<file path="config.mk">
export PLATFORM = sky130hd
export DESIGN_NAME = host_dsp_mailbox
export DESIGN_NICKNAME = d
export VERILOG_FILES = /design/src/rtl/mbox_pkg.sv /design/src/rtl/mbox_ctrl.sv /design/src/rtl/mbox_dpath.sv /design/src/rtl/host_dsp_mailbox.sv
export SDC_FILE = /design/constraint.sdc
export NUM_CORES = 1
export LEC_CHECK = 0
export BUFFER_PORTS_ARGS = -buffer_cell sky130_fd_sc_hd__buf_2
export CORE_ASPECT_RATIO = 0.8
export CORE_MARGIN = 8
export CORE_UTILIZATION = 40
export DETAILED_ROUTE_END_ITERATION = 10
export PLACE_DENSITY = 0.61
export SYNTH_ARGS = -nofsm -noshare
export SYNTH_HDL_FRONTEND = slang
export SYNTH_SLANG_ARGS = --single-unit
export TNS_END_PERCENT = 10
</file>
<file path="constraint.sdc">
create_clock -name clk -period 2.5 [get_ports clk]
set_input_delay 0.125 -clock clk [delete_from_list [all_inputs] [get_ports clk]]
set_output_delay 0.125 -clock clk [all_outputs]
set_load 0.05 [all_outputs]
</file>
<file path="src/rtl/mbox_pkg.sv">
package mbox_pkg;
  localparam int BYTE_W = 8;
  localparam int WORD_W = 24;
  localparam int LANES  = WORD_W / BYTE_W;
  localparam int ADDR_W = 3;

  localparam logic [ADDR_W-1:0] OFS_ICR = 3'd0;
  localparam logic [ADDR_W-1:0] OFS_CVR = 3'd1;
  localparam logic [ADDR_W-1:0] OFS_ISR = 3'd2;
  localparam logic [ADDR_W-1:0] OFS_IVR = 3'd3;
  localparam logic [ADDR_W-1:0] OFS_PAD = 3'd4;
  localparam logic [ADDR_W-1:0] OFS_HI  = 3'd5;
  localparam logic [ADDR_W-1:0] OFS_MID = 3'd6;
  localparam logic [ADDR_W-1:0] OFS_LO  = 3'd7;

  localparam logic [BYTE_W-1:0] ICR_MASK  = 8'hFB;
  localparam logic [BYTE_W-1:0] CVR_MASK  = 8'h9F;
  localparam logic [BYTE_W-1:0] CVR_RESET = 8'h12;
  localparam logic [BYTE_W-1:0] IVR_RESET = 8'h0F;
  localparam int CMD_BIT   = 7;
  localparam int FLAG0_BIT = 3;
  localparam int FLAG1_BIT = 4;

  typedef struct packed {
    logic             loadIcr;
    logic             loadCvr;
    logic             loadIvr;
    logic [LANES-1:0] loadTx;
    logic             loadDspTx;
    logic             hostToDsp;
    logic             dspToHost;
  } strobe_t;
endpackage

</file>
<file path="src/rtl/mbox_ctrl.sv">
module mbox_ctrl
  import mbox_pkg::*;
(
  input  logic              clk,
  input  logic              rstN,
  input  logic [ADDR_W-1:0] hostAddr,
  input  logic              hostWr,
  input  logic              hostRd,
  input  logic              cmdBit,
  input  logic              dspRdRx,
  input  logic              dspWrTx,
  output strobe_t           stb,
  output logic              rxFull,
  output logic              txEmpty,
  output logic              dspRxFull,
  output logic              dspTxEmpty,
  output logic              cmdPending
);
  logic lowWr, lowRd;
  logic txEmptyMid, rxFullMid, dspRxFullMid, dspTxEmptyMid;

  assign lowWr = hostWr && (hostAddr == OFS_LO);
  assign lowRd = hostRd && (hostAddr == OFS_LO);

  assign stb.loadIcr   = hostWr && (hostAddr == OFS_ICR);
  assign stb.loadCvr   = hostWr && (hostAddr == OFS_CVR);
  assign stb.loadIvr   = hostWr && (hostAddr == OFS_IVR);
  assign stb.loadDspTx = dspWrTx;

  for (genvar i = 0; i < LANES; i++) begin : g_lane
    assign stb.loadTx[i] = hostWr && (hostAddr == ADDR_W'(OFS_LO - i));
  end

  // host access first, then core access, then transfers
  assign txEmptyMid    = lowWr ? 1'b0 : txEmpty;
  assign rxFullMid     = lowRd ? 1'b0 : rxFull;
  assign dspRxFullMid  = dspRdRx ? 1'b0 : dspRxFull;
  assign dspTxEmptyMid = dspWrTx ? 1'b0 : dspTxEmpty;

  assign stb.hostToDsp = !txEmptyMid && !dspRxFullMid;
  assign stb.dspToHost = !rxFullMid && !dspTxEmptyMid;

  always_ff @(posedge clk or negedge rstN) begin
    if (!rstN) begin
      txEmpty    <= 1'b1;
      rxFull     <= 1'b0;
      dspRxFull  <= 1'b0;
      dspTxEmpty <= 1'b1;
      cmdPending <= 1'b0;
    end else begin
      txEmpty    <= stb.hostToDsp ? 1'b1 : txEmptyMid;
      dspRxFull  <= stb.hostToDsp ? 1'b1 : dspRxFullMid;
      rxFull     <= stb.dspToHost ? 1'b1 : rxFullMid;
      dspTxEmpty <= stb.dspToHost ? 1'b1 : dspTxEmptyMid;
      if (stb.loadCvr && cmdBit) cmdPending <= 1'b1;
    end
  end

  p_move_when_room_r6: assert property (@(posedge clk) disable iff (!rstN)
    (lowWr && !dspRxFull) |=> (dspRxFull && txEmpty));
  p_hold_when_full_r7: assert property (@(posedge clk) disable iff (!rstN)
    (lowWr && dspRxFull && !dspRdRx) |=> !txEmpty);
  p_cmd_sticky_r3: assert property (@(posedge clk) disable iff (!rstN)
    cmdPending |=> cmdPending);
  p_core_word_moves_r9: assert property (@(posedge clk) disable iff (!rstN)
    (dspWrTx && !rxFull) |=> (rxFull && dspTxEmpty));
endmodule

</file>
<file path="src/rtl/mbox_dpath.sv">
module mbox_dpath
  import mbox_pkg::*;
(
  input  logic              clk,
  input  logic              rstN,
  input  strobe_t           stb,
  input  logic [ADDR_W-1:0] hostAddr,
  input  logic [BYTE_W-1:0] hostWrData,
  input  logic [WORD_W-1:0] dspTxData,
  input  logic              rxFull,
  input  logic              txEmpty,
  input  logic              dspRxFull,
  output logic [BYTE_W-1:0] hostRdData,
  output logic [WORD_W-1:0] dspRxData,
  output logic [1:0]        hostFlags
);
  logic [BYTE_W-1:0] icrQ, cvrQ, ivrQ, isrByte;
  logic [WORD_W-1:0] txWordQ, txWordNext, hostRxQ, dspRxQ, dspTxQ, dspTxNext;

  for (genvar i = 0; i < LANES; i++) begin : g_pack
    assign txWordNext[i*BYTE_W +: BYTE_W] =
      stb.loadTx[i] ? hostWrData : txWordQ[i*BYTE_W +: BYTE_W];
  end
  assign dspTxNext = stb.loadDspTx ? dspTxData : dspTxQ;

  always_ff @(posedge clk or negedge rstN) begin
    if (!rstN) begin
      icrQ    <= '0;
      cvrQ    <= CVR_RESET;
      ivrQ    <= IVR_RESET;
      txWordQ <= '0;
      hostRxQ <= '0;
      dspRxQ  <= '0;
      dspTxQ  <= '0;
    end else begin
      if (stb.loadIcr) icrQ <= hostWrData & ICR_MASK;
      if (stb.loadCvr) cvrQ <= hostWrData & CVR_MASK;
      if (stb.loadIvr) ivrQ <= hostWrData;
      txWordQ <= txWordNext;
      dspTxQ  <= dspTxNext;
      if (stb.hostToDsp) dspRxQ  <= txWordNext;
      if (stb.dspToHost) hostRxQ <= dspTxNext;
    end
  end

  assign isrByte = {5'b0, txEmpty & ~dspRxFull, txEmpty, rxFull};

  always_comb begin
    unique case (hostAddr)
      OFS_ICR: hostRdData = icrQ;
      OFS_CVR: hostRdData = cvrQ;
      OFS_ISR: hostRdData = isrByte;
      OFS_IVR: hostRdData = ivrQ;
      OFS_PAD: hostRdData = '0;
      OFS_HI:  hostRdData = hostRxQ[2*BYTE_W +: BYTE_W];
      OFS_MID: hostRdData = hostRxQ[BYTE_W +: BYTE_W];
      default: hostRdData = hostRxQ[0 +: BYTE_W];
    endcase
  end

  assign dspRxData = dspRxQ;
  assign hostFlags = {icrQ[FLAG1_BIT], icrQ[FLAG0_BIT]};

  p_ivr_full_byte_r5: assert property (@(posedge clk) disable iff (!rstN)
    stb.loadIvr |=> (ivrQ == $past(hostWrData)));
  p_icr_bit2_clear_r2: assert property (@(posedge clk) disable iff (!rstN)
    stb.loadIcr |=> ((icrQ & ~ICR_MASK) == '0));
endmodule

</file>
<file path="src/rtl/host_dsp_mailbox.sv">
module host_dsp_mailbox
  import mbox_pkg::*;
(
  input  logic              clk,
  input  logic              rstN,
  input  logic [ADDR_W-1:0] hostAddr,
  input  logic              hostWr,
  input  logic              hostRd,
  input  logic [BYTE_W-1:0] hostWrData,
  output logic [BYTE_W-1:0] hostRdData,
  input  logic              dspRdRx,
  input  logic              dspWrTx,
  input  logic [WORD_W-1:0] dspTxData,
  output logic [WORD_W-1:0] dspRxData,
  output logic [BYTE_W-1:0] dspStatus
);
  strobe_t    stb;
  logic       rxFull, txEmpty, dspRxFull, dspTxEmpty, cmdPending;
  logic [1:0] hostFlags;

  mbox_ctrl u_ctrl (
    .clk(clk), .rstN(rstN), .hostAddr(hostAddr), .hostWr(hostWr), .hostRd(hostRd),
    .cmdBit(hostWrData[CMD_BIT]), .dspRdRx(dspRdRx), .dspWrTx(dspWrTx), .stb(stb),
    .rxFull(rxFull), .txEmpty(txEmpty), .dspRxFull(dspRxFull),
    .dspTxEmpty(dspTxEmpty), .cmdPending(cmdPending)
  );

  mbox_dpath u_dpath (
    .clk(clk), .rstN(rstN), .stb(stb), .hostAddr(hostAddr), .hostWrData(hostWrData),
    .dspTxData(dspTxData), .rxFull(rxFull), .txEmpty(txEmpty), .dspRxFull(dspRxFull),
    .hostRdData(hostRdData), .dspRxData(dspRxData), .hostFlags(hostFlags)
  );

  assign dspStatus = {3'b0, hostFlags, cmdPending, dspTxEmpty, dspRxFull};
endmodule

</file>
==> qor.txt <==
========================================================================================================
Setup repair after global routing missed its margin .......................................        false
Yosys warning count .......................................................................            0
Post-route clock skew .....................................................................  0.007502 ns
Top cell type's share of synthesized area .................................................       0.5443
CTS tree ..................................................................................        built
Number of distinct standard cells referenced by the synthesized netlist ...................           39
Total Wirelength .......................................................................... 11,220 microns
Headroom to the max-slew limit ............................................................       0.5674
Root Driver ............................................................................... sky130_fd_sc_hd__clkbuf_16
Placeable Area ............................................................................ 12,820 sq um
Period minus WS final .....................................................................     2.132 ns
Std-Cell Rows .............................................................................           37
Part of the Yosys area used for sequential elements .......................................       0.5844
Worst Path Arrival ........................................................................      2.01 ns
Clock Sink Count ..........................................................................          122
Die Ht .................................................................................... 118.4 microns
Place WS ..................................................................................    0.5447 ns
Buffers inserted during post-CTS setup optimization .......................................            0
WL per Instance ........................................................................... 17.18 microns
First-pass GRT wire length ................................................................ 18,820 microns
HPWL after DPL ............................................................................ 7471 microns
Via count of the routed design ............................................................        3,171
Per-cell via count in the routed design ...................................................        4.856
Die Span X ................................................................................ 144.0 microns
Final Hold Viols ..........................................................................            0
Grt ovf ...................................................................................            0
Hold-fix buffers, CTS .....................................................................           25
Total inserted antenna cells ..............................................................            0
Gate count after technology mapping .......................................................          364
Transition time at the pin with the least slew margin .....................................    0.6489 ns
Worst path required time ..................................................................      2.38 ns
Clock buffers created by TritonCTS ........................................................           17
Power per standard cell area .............................................................. 1029 nW/um^2
Overall die area .......................................................................... 17,050 sq um
Number of stages on the worst hold path ...................................................            3
EDFF count, synth .........................................................................            0
Count of antenna-violating nets left after detailed routing ...............................            0
Setup TNS .................................................................................         0 ns
Fin crit share ............................................................................       0.8529
Run status ................................................................................ finished, final reports clean
Depth of the most critical reg-to-reg path ................................................            5
Category of the most critical setup path ..................................................      reg2out
Fraction of final layout cells sized beyond drive strength 1 ..............................       0.5021
Setup WS post-layout ......................................................................    0.3676 ns
Maximum capacitance violations ............................................................            0
Maximum clock frequency ...................................................................    469.0 MHz
# resized after CTS .......................................................................            0
Nature of the critical path endpoint ......................................................   output pin
Length of the first detailed-routing pass in iterations ...................................            4
Critical-path maximum fanout ..............................................................            5
Starting Density ..........................................................................       0.4087
Cell accounting for the most synthesized area ............................................. sky130_fd_sc_hd__dfrtp_1
Residual DRC ..............................................................................            0
Post-CTS clock slew at the launch and capture registers of the worst setup and hold paths .      0.05 ns
Startpoint Class ..........................................................................     register
Filler cell count in the final layout .....................................................        1,128
Net count reported at finish ..............................................................          506
Most common flop cell mapped by yosys ..................................................... sky130_fd_sc_hd__dfrtp_1
Vias in the first global route ............................................................        3,514
Antenna violations before repair ..........................................................            0
Fraction of registers with async set/reset ................................................        1.000
Bufs on Longest Clock Path ................................................................            2
Detailed Route Iter0 Violations ...........................................................          185
Average cell area after synthesis .........................................................  14.40 sq um
Maximum VDD drop ..........................................................................    0.5281 mV
Clock latency reported for the late side of the worst-skew pair ...........................      0.41 ns
Final setup violation count ...............................................................            0
Leak pwr ..................................................................................     2.970 nW
Class of the tightest hold or removal check ...............................................       in2reg
GP Congestion .............................................................................       0.7433
Area growth from synthesis to layout ......................................................       25.50%
Flip-flop and latch count after synthesis .................................................          122
Cells taking the most area after synthesis ................................................ sky130_fd_sc_hd__dfrtp_1, sky130_fd_sc_hd__mux2_2, sky130_fd_sc_hd__dfstp_2
Max Transition Viols Final ................................................................            0
Maximum number of pins on one net before global-route repair ..............................          123
GRT Util Overall ..........................................................................       0.1426
Ports .....................................................................................           81
Buffers added on ports ....................................................................           77
Count of H-tree levels built during CTS ...................................................            4
Cell area after synthesis .................................................................   5241 sq um
========================================================================================================
[report_power, final]
group | leakage [nW] | internal (mW) | switching (mW)
clock network | 0.297 | 1.67 | 0.820
registers | 1.43 | 2.45 | 0.227
logic | 1.24 | 0.606 | 1.00
[layer usage]
layer  up-vias  share of wire  wire, microns  track usage
met5         -              0              0            0
met4         0         0.0093            104      0.05115
met3         6          0.038            429      0.04425
met2        54           0.47           5238       0.2138
met1      1598           0.49           5445       0.1906
li1       1513              -              -            -
[worst paths after layout]
kind	startpoint	slack (ns)	to
max in group asynchronous	rstN	1.69	u_dpath.ivrQ[7]
hold / removal	hostRd	0.03	u_ctrl.dspTxEmpty
setup / recovery	u_ctrl.txEmpty	0.37	hostRdData[2]
min in group asynchronous	rstN	0.35	u_dpath.dspRxData[21]
setup reg to reg	u_ctrl.dspRxFull	0.78	u_dpath.dspRxData[10]
hold reg to reg	u_ctrl.rxFull	0.46	u_ctrl.dspTxEmpty
[layout make-up]
| cell class | count | area [sq um] | share of cell area |
|---|---|---|---|
| clock buffers | 25 | 495.5 | 0.07533 |
| clock inverters | 7 | 112.6 | 0.01712 |
| multi-input cells | 214 | 1981 | 0.3011 |
| flip-flops and latches | 122 | 3063 | 0.4657 |
| well taps | 175 | 219.0 | 0.03329 |
| repair buffers | 109 | 703.2 | 0.1069 |
| inverters | 1 | 3.754 | 0.0005707 |
[flip-flops by register name, summed over array words and instances (netlist names)]
name and count:
u_ctrl.cmdPending 1, u_ctrl.dspRxFull 1, u_dpath.txWordQ 24, u_ctrl.txEmpty 1, u_dpath.ivrQ 8, u_ctrl.rxFull 1, u_dpath.dspTxQ 24, u_dpath.hostRxQ 24
u_ctrl.dspTxEmpty 1, u_dpath.cvrQ 6, u_dpath.icrQ 7, u_dpath.dspRxData 24
[synthesized netlist by cell type (3+ instances only)]
cell                       instances
sky130_fd_sc_hd__a21o_1            3
sky130_fd_sc_hd__a21oi_1          17
sky130_fd_sc_hd__buf_2             8
sky130_fd_sc_hd__buf_4            10
sky130_fd_sc_hd__buf_6             6
sky130_fd_sc_hd__clkbuf_1          4
sky130_fd_sc_hd__dfrtp_1         114
sky130_fd_sc_hd__dfstp_2           8
sky130_fd_sc_hd__mux2_2          101
sky130_fd_sc_hd__mux2_4           10
sky130_fd_sc_hd__mux2i_1           5
sky130_fd_sc_hd__nand2_1           7
sky130_fd_sc_hd__nand2b_1          3
sky130_fd_sc_hd__nand3_1           3
sky130_fd_sc_hd__nand3b_1          3
sky130_fd_sc_hd__nor2_1           17
sky130_fd_sc_hd__o21ai_0          10
sky130_fd_sc_hd__o22ai_1           8
[cell usage in the layout, fill, tap and decap left out, types with 2 or more instances in the layout]
cell type,n
sky130_fd_sc_hd__a21o_1,3
sky130_fd_sc_hd__a21oi_1,17
sky130_fd_sc_hd__a221o_1,2
sky130_fd_sc_hd__a221oi_1,2
sky130_fd_sc_hd__a22oi_1,2
sky130_fd_sc_hd__and2_1,2
sky130_fd_sc_hd__buf_2,76
sky130_fd_sc_hd__buf_4,7
sky130_fd_sc_hd__bufinv_16,3
sky130_fd_sc_hd__clkbuf_1,4
sky130_fd_sc_hd__clkbuf_16,17
sky130_fd_sc_hd__clkbuf_8,4
sky130_fd_sc_hd__clkinv_2,3
sky130_fd_sc_hd__conb_1,3
sky130_fd_sc_hd__dfrtp_1,114
sky130_fd_sc_hd__dfstp_2,8
sky130_fd_sc_hd__dlygate4sd3_1,25
sky130_fd_sc_hd__mux2_2,101
sky130_fd_sc_hd__mux2_4,10
sky130_fd_sc_hd__mux2i_1,5
sky130_fd_sc_hd__nand2_1,7
sky130_fd_sc_hd__nand2_2,2
sky130_fd_sc_hd__nand2b_1,3
sky130_fd_sc_hd__nand3_1,3
sky130_fd_sc_hd__nand3b_1,3
sky130_fd_sc_hd__nand4b_4,2
sky130_fd_sc_hd__nor2_1,17
sky130_fd_sc_hd__o21ai_0,10
sky130_fd_sc_hd__o22ai_1,8
[through the flow]
step / power [mW] / std cells / instance area (sq um) / hold WS [ns] / utilization
finish: 6.771 / 653 / 6578 / 0.02607 / 0.5129
global route: 7.076 / 653 / 6578 / 0.03374 / 0.5129
CTS: 6.835 / 653 / 6578 / 0.008444 / 0.5129
detailed placement: 4.295 / 596 / 5719 / 0.2744 / 0.4460
global placement: 4.258 / 596 / 5719 / 0.2688 / 0.4460
floorplan: 3.874 / 366 / 5249 / -0.1706 / -
[kinds of logic (layout without fill, tap and decap cells)]
kind of cell,Yosys count,after routing,share of synthesized area
buffers and inverters,30,142,0.03915
other,1,3,0.0007155
AOI/OAI and AO/OA,49,49,0.05944
muxes,118,118,0.2616
and+or+nand+nor,44,44,0.05467
DFF,122,122,0.5844
[critical path, cell delays in order, from the launching register on]
cell	delay [ns]
sky130_fd_sc_hd__dfstp_2	0.59
sky130_fd_sc_hd__inv_1	0.09
sky130_fd_sc_hd__o41ai_1	0.31
sky130_fd_sc_hd__a22oi_1	0.15
sky130_fd_sc_hd__nor2_1	0.18
sky130_fd_sc_hd__buf_2	0.29
Power figures use the tool's default switching activity.
